**src/rtl/irq_slot_pkg.sv**
```systemverilog
package irq_slot_pkg;

   typedef enum logic [2:0] {
      ACC_NONE   = 3'd0,
      ACC_RD     = 3'd1,
      ACC_WR     = 3'd2,
      ACC_BAD_RD = 3'd3,
      ACC_BAD_WR = 3'd4
   } acc_kind_e;

   function automatic acc_kind_e classify_access(input logic en, input logic wr,
                                                 input logic sup);
      acc_kind_e k;
      if (!en)          k = ACC_NONE;
      else if (wr &&  sup) k = ACC_WR;
      else if (wr && !sup) k = ACC_BAD_WR;
      else if (sup)     k = ACC_RD;
      else              k = ACC_BAD_RD;
      return k;
   endfunction

endpackage

```
**src/rtl/irq_cfg_reg.sv**
```systemverilog
module irq_cfg_reg
   import irq_slot_pkg::*;
#(
   parameter int REG_W   = 16,
   parameter int LEVEL_W = 5,
   parameter int NUM_SRC = 2
) (
   input  logic                        clk,
   input  logic                        rst_n,
   input  logic                        acc_en,
   input  logic                        acc_wr,
   input  logic                        acc_sup,
   input  logic [REG_W-1:0]            wdata,
   output logic [REG_W-1:0]            rdata,
   output logic                        acc_err,
   output logic [NUM_SRC*LEVEL_W-1:0]  lvl_flat
);
   localparam int USED_W = NUM_SRC * LEVEL_W;
   localparam int RSV_W  = REG_W - USED_W;

   generate
      if (RSV_W < 0) begin : g_bad_w
         $error("irq_cfg_reg: register too narrow for all level fields");
      end
   endgenerate

   acc_kind_e            kind;
   logic [LEVEL_W-1:0]   lvl_q [NUM_SRC];
   logic [REG_W-1:0]     image;

   assign kind = classify_access(acc_en, acc_wr, acc_sup);

   // Fields packed from the top of the word downwards, source 0 highest.
   always_comb begin
      image = '0;
      for (int i = 0; i < NUM_SRC; i++) begin
         image[REG_W-1-i*LEVEL_W -: LEVEL_W] = lvl_q[i];
      end
   end

   genvar gi;
   generate
      for (gi = 0; gi < NUM_SRC; gi++) begin : g_fld
         always_ff @(posedge clk or negedge rst_n) begin
            if (!rst_n)
               lvl_q[gi] <= '0;
            else if (kind == ACC_WR)
               lvl_q[gi] <= wdata[REG_W-1-gi*LEVEL_W -: LEVEL_W];
         end
         assign lvl_flat[gi*LEVEL_W +: LEVEL_W] = lvl_q[gi];
      end
   endgenerate

   always_ff @(posedge clk or negedge rst_n) begin
      if (!rst_n) begin
         rdata   <= '0;
         acc_err <= 1'b0;
      end else begin
         rdata   <= (kind == ACC_RD) ? image : '0;
         acc_err <= (kind == ACC_BAD_RD);
      end
   end

   generate
      if (RSV_W > 0) begin : g_rsv_chk
         AST_RSV_READ_ZERO: assert property (@(posedge clk) disable iff (!rst_n)
            rdata[RSV_W-1:0] == '0);
      end
   endgenerate

   AST_NONSUP_WRITE_IGNORED: assert property (@(posedge clk) disable iff (!rst_n)
      (acc_en && acc_wr && !acc_sup) |=> $stable(lvl_flat));

   AST_NONSUP_READ_ERR: assert property (@(posedge clk) disable iff (!rst_n)
      (acc_en && !acc_wr && !acc_sup) |=> (acc_err && rdata == '0));

   AST_ERR_HAS_CAUSE: assert property (@(posedge clk) disable iff (!rst_n)
      (!(acc_en && !acc_wr && !acc_sup)) |=> !acc_err);

endmodule

```
**src/rtl/irq_level_decode.sv**
```systemverilog
module irq_level_decode #(
   parameter int LEVEL_W = 5,
   parameter int BUS_W   = 8
) (
   input  logic               clk,
   input  logic               rst_n,
   input  logic [LEVEL_W-1:0] level,
   input  logic               pending,
   input  logic [LEVEL_W-$clog2(BUS_W)-1:0] slot,
   output logic [BUS_W-1:0]   lines
);
   localparam int LINE_W = $clog2(BUS_W);
   localparam int SLOT_W = LEVEL_W - LINE_W;

   generate
      if (BUS_W != (1 << LINE_W)) begin : g_bad_bus
         $error("irq_level_decode: bus width must be a power of two");
      end
      if (SLOT_W < 1) begin : g_bad_slot
         $error("irq_level_decode: level too narrow to name a slot");
      end
   endgenerate

   logic [SLOT_W-1:0] lvl_slot;
   logic [LINE_W-1:0] lvl_line;
   logic              slot_hit;

   assign lvl_slot = level[LEVEL_W-1 -: SLOT_W];
   assign lvl_line = level[LINE_W-1:0];
   assign slot_hit = pending && (lvl_slot == slot);

   always_comb begin
      lines = '0;
      if (slot_hit) lines[lvl_line] = 1'b1;
   end

   AST_DEC_ONE_LINE: assert property (@(posedge clk) disable iff (!rst_n)
      $onehot0(lines));

   AST_DEC_IDLE: assert property (@(posedge clk) disable iff (!rst_n)
      !pending |-> lines == '0);

endmodule

```
**src/rtl/irq_slot_driver.sv**
```systemverilog
module irq_slot_driver #(
   parameter int REG_W   = 16,
   parameter int LEVEL_W = 5,
   parameter int BUS_W   = 8,
   parameter int NUM_SRC = 2
) (
   input  logic                                clk,
   input  logic                                rst_n,
   input  logic                                acc_en,
   input  logic                                acc_wr,
   input  logic                                acc_sup,
   input  logic [REG_W-1:0]                    wdata,
   output logic [REG_W-1:0]                    rdata,
   output logic                                acc_err,
   input  logic [LEVEL_W-$clog2(BUS_W)-1:0]    slot_sel,
   input  logic [NUM_SRC-1:0]                  pend,
   output logic [BUS_W-1:0]                    irq_bus
);
   localparam int LINE_W = $clog2(BUS_W);
   localparam int SLOT_W = LEVEL_W - LINE_W;

   generate
      if (NUM_SRC < 1) begin : g_bad_src
         $error("irq_slot_driver: need at least one source");
      end
   endgenerate

   logic [NUM_SRC*LEVEL_W-1:0] lvl_flat;
   logic [BUS_W-1:0]           src_lines [NUM_SRC];
   logic [BUS_W-1:0]           bus_d;

   irq_cfg_reg #(
      .REG_W   (REG_W),
      .LEVEL_W (LEVEL_W),
      .NUM_SRC (NUM_SRC)
   ) u_cfg (
      .clk      (clk),
      .rst_n    (rst_n),
      .acc_en   (acc_en),
      .acc_wr   (acc_wr),
      .acc_sup  (acc_sup),
      .wdata    (wdata),
      .rdata    (rdata),
      .acc_err  (acc_err),
      .lvl_flat (lvl_flat)
   );

   genvar gs;
   generate
      for (gs = 0; gs < NUM_SRC; gs++) begin : g_src
         irq_level_decode #(
            .LEVEL_W (LEVEL_W),
            .BUS_W   (BUS_W)
         ) u_dec (
            .clk     (clk),
            .rst_n   (rst_n),
            .level   (lvl_flat[gs*LEVEL_W +: LEVEL_W]),
            .pending (pend[gs]),
            .slot    (slot_sel),
            .lines   (src_lines[gs])
         );
      end
   endgenerate

   // No priority: every requesting source contributes its line.
   always_comb begin
      bus_d = '0;
      for (int i = 0; i < NUM_SRC; i++) bus_d = bus_d | src_lines[i];
   end

   always_ff @(posedge clk or negedge rst_n) begin
      if (!rst_n) irq_bus <= '0;
      else        irq_bus <= bus_d;
   end

   AST_IRQ_IDLE: assert property (@(posedge clk) disable iff (!rst_n)
      (pend == '0) |=> (irq_bus == '0));

   AST_IRQ_LINE_COUNT: assert property (@(posedge clk) disable iff (!rst_n)
      $countones(irq_bus) <= NUM_SRC);

   AST_IRQ_FOLLOWS_INPUTS: assert property (@(posedge clk) disable iff (!rst_n)
      $stable(bus_d) |=> (irq_bus == $past(bus_d)));

endmodule

```
**config.mk**
```make
export PLATFORM = sky130hd
export DESIGN_NAME = irq_slot_driver
export DESIGN_NICKNAME = d
export VERILOG_FILES = /design/src/rtl/irq_slot_pkg.sv /design/src/rtl/irq_cfg_reg.sv /design/src/rtl/irq_level_decode.sv /design/src/rtl/irq_slot_driver.sv
export SDC_FILE = /design/constraint.sdc
export NUM_CORES = 1
export LEC_CHECK = 0
export CORE_MARGIN = 5
export CORE_UTILIZATION = 45
export CTS_BUF_LIST = sky130_fd_sc_hd__clkbuf_4 sky130_fd_sc_hd__clkbuf_8
export DETAILED_ROUTE_END_ITERATION = 8
export PLACE_DENSITY = 0.92
export SYNTH_ARGS = -nofsm -noshare
export SYNTH_HDL_FRONTEND = slang
export SYNTH_HIERARCHICAL = 1
export SYNTH_SLANG_ARGS = --single-unit
```
**constraint.sdc**
```tcl
create_clock -name clk -period 3.15 [get_ports clk]
set_clock_uncertainty 0.1 [all_clocks]
set_input_delay 0.63 -clock clk [delete_from_list [all_inputs] [get_ports clk]]
set_output_delay 0.63 -clock clk [all_outputs]
set_load 0.05 [all_outputs]
```
==> results.toml <==
[placement]
post-place-ws_ps = 567.9
dp.cells = 173
port_buffers = 37
place_congestion = 0.8211
dp_hpwl_mm = 1.983

[cells_and_area]
final_util_pct = 63.11
drive_gt1_share_pct = 16.00
syn_to_final_growth_pct = 35.05
layout_common_cells = "clkdlybuf4s50_1, dfrtp_1, nor4_1"
layout_commonest_cell = "clkdlybuf4s50_1"
diodes = 0
finalNonFillerCells = 181
nets = 177

[logic_synthesis]
synth_warnings = 6
synth_seq_area_share_pct = 56.31
ys_top_cells_by_area = "dfrtp_1, mux2_2, nor4_1"
syn_inst = 105
synth_cell_type_count = 18
synth_top_area_share_pct = 56.31
netlist_area_sq_um = 1289
syn_avg_cell_area_sq_um = 12.27
synth_area_leader_cell = "dfrtp_1"
synth-seq-cells = 29

[drt]
wirelength_mm = 2.509
wl_per_cell_microns = 13.86
vias_per_cell = 5.193
drtAntennaViolNets = 0
drt_iter0_drc = 31
dr.pass1.iters = 4
vias = 940
drcViolationCount = 0

[timing]
final_hold_viol_count = 0
setup_viol = 0
worst_slack_ps = 911.0
totalNegativeSetupSlack_ps = 0
max_slew.worst_pin.slew_ps = 591.7
maxSlewViolCount = 0
rsz0062_at_grt = "false"
fmax_ghz = 0.4466
max_slew_margin_pct = 60.42
period_needed_ps = 2239
period_share_pct = 71.08

[critical_path]
cp_num_buf_inv = 3
path_cells = "clkdlybuf4s50_1 -> inv_1 -> ha_1 -> nor4bb_2 -> buf_4 -> mux2_2"
critPathRequiredTime_ps = 3260
cp_slowest_cell = "clkdlybuf4s50_1"
cp-start-kind = "primary input"
arrival_ps = 2340
path_class = "in2reg"
cp_slowest_stage_delay_ps = 480
cp_max_fo = 10
end_kind = "register"
critPathTopFamily = "buffers and inverters"

[floorplan]
num_rows = 19
core-area_sq_um = 2758
die_y_microns = 63.52
dieArea_sq_um = 4034
die_x_microns = 63.52
initial_utilization_pct = 46.73
ios = 50

[clocking]
clkLatencyLatePin_ps = 320
cts_max_path_buffers = 2
cts_hold_buf = 0
cts_tree = "built"
htreeDepth = 2
post_cts_buffers = 0
cts-root-buf = "clkbuf_4"
cts_sinks = 29
cts_buffers = 5
ctsResizeCount = 0
clk_pin_slew_worst_paths_ps = 90

[flow_run]
max_cap_violations = 0

[global_routing]
grt_usage_pct = 13.96
antenna_found_initial = 0
overflow = 0
grt_pass1_vias = 991
grt_pass1_wl_mm = 4.429
grt_max_degree = 30

[power]
power.leakage_nw = 0.7863
vdd.ir_drop.worst_mv = 0.4806
powerDensity_nw_per_um2 = 568.7

[run_status]
status = "finished, final reports clean"

[worst_hold_path]
hp-class = "reg2reg"
[report_power, final]
group          leakage [nW]  total (mW)  switching [mW]  internal, mW
clock network        0.0354       0.212           0.119        0.0933
registers             0.381       0.470          0.0433         0.427
logic                 0.369       0.307           0.185         0.122
total                 0.786       0.990           0.347         0.643
[cells in the mapped netlist, drive strengths merged]
cell and n:
ha 3, conb 1, nor4bb 1, nand2 4, nand2b 3, nor4 16, and2 10, and4bb 1
inv 1, and4b 1, nor2 1, mux2 10, dfrtp 29, xor2 4, or2b 3, buf 7
or2 10
[worst paths after layout]
kind | startpoint | endpoint | slack, ps | cells past startpoint
worst max-delay path | acc_sup | u_cfg/lvl_flat[5] | 910 | 6
worst min-delay path | u_cfg/lvl_flat[9] | u_cfg/rdata[10] | 430 | 1
worst max register to register | u_cfg/lvl_flat[4] | irq_bus[2] | 1660 | 3
worst min register to register | u_cfg/lvl_flat[9] | u_cfg/rdata[10] | 430 | 1
max in group asynchronous | rst_n | u_cfg/lvl_flat[2] | 2110 | 2
min in group asynchronous | rst_n | u_cfg/rdata[8] | 570 | 2
[layer usage]
metal / track usage [%] / wire (microns)
met3: 5.684 / 197
met2: 23.73 / 1296
met1: 15.13 / 973
met5: 0 / 0
met4: 5.974 / 42
[worst reg2reg max path: cells and delay by family (launching register included)]
family	cells	cell delay, ps
xor+xnor	1	490
simple gates	2	380
flops	1	400
[metrics by stage]
stage	power [mW]	area [sq um]	hold slack, ps
finish	0.9897	1740	430.8
global route	1.051	1740	460.5
CTS	1.001	1740	435.8
detailed placement	0.7861	1685	415.0
global placement	0.7687	1685	410.6
floorplan	0.6846	1308	234.4
[cell type report]
type                    count  area, sq um
fillers                   226         1017
flip-flops and latches     29        725.7
multi-input cells          73        531.8
repair buffers             39        385.4
clock buffers               6        45.04
well taps                  31        38.79
clock inverters             2        10.01
inverters                   1        3.754
[logic make-up (layout without fill, tap and decap cells)]
logic type | Yosys count | in the layout | synth area share (%)
XOR/XNOR | 4 | 4 | 2.718
adder cells (fa/ha/maj) | 3 | 3 | 2.913
buffers and inverters | 8 | 48 | 4.369
flip-flops | 29 | 29 | 56.31
multiplexers | 10 | 10 | 8.738
other | 1 | 6 | 0.2910
AND/OR/NAND/NOR | 50 | 50 | 24.66
[registers in the layout, summed over array words and instances, names as in the netlist]
register and count:
irq_bus 8, u_cfg/acc_err 1, u_cfg/lvl_flat 10, u_cfg/rdata 10
No activity file was read; power rests on OpenSTA's default activity.
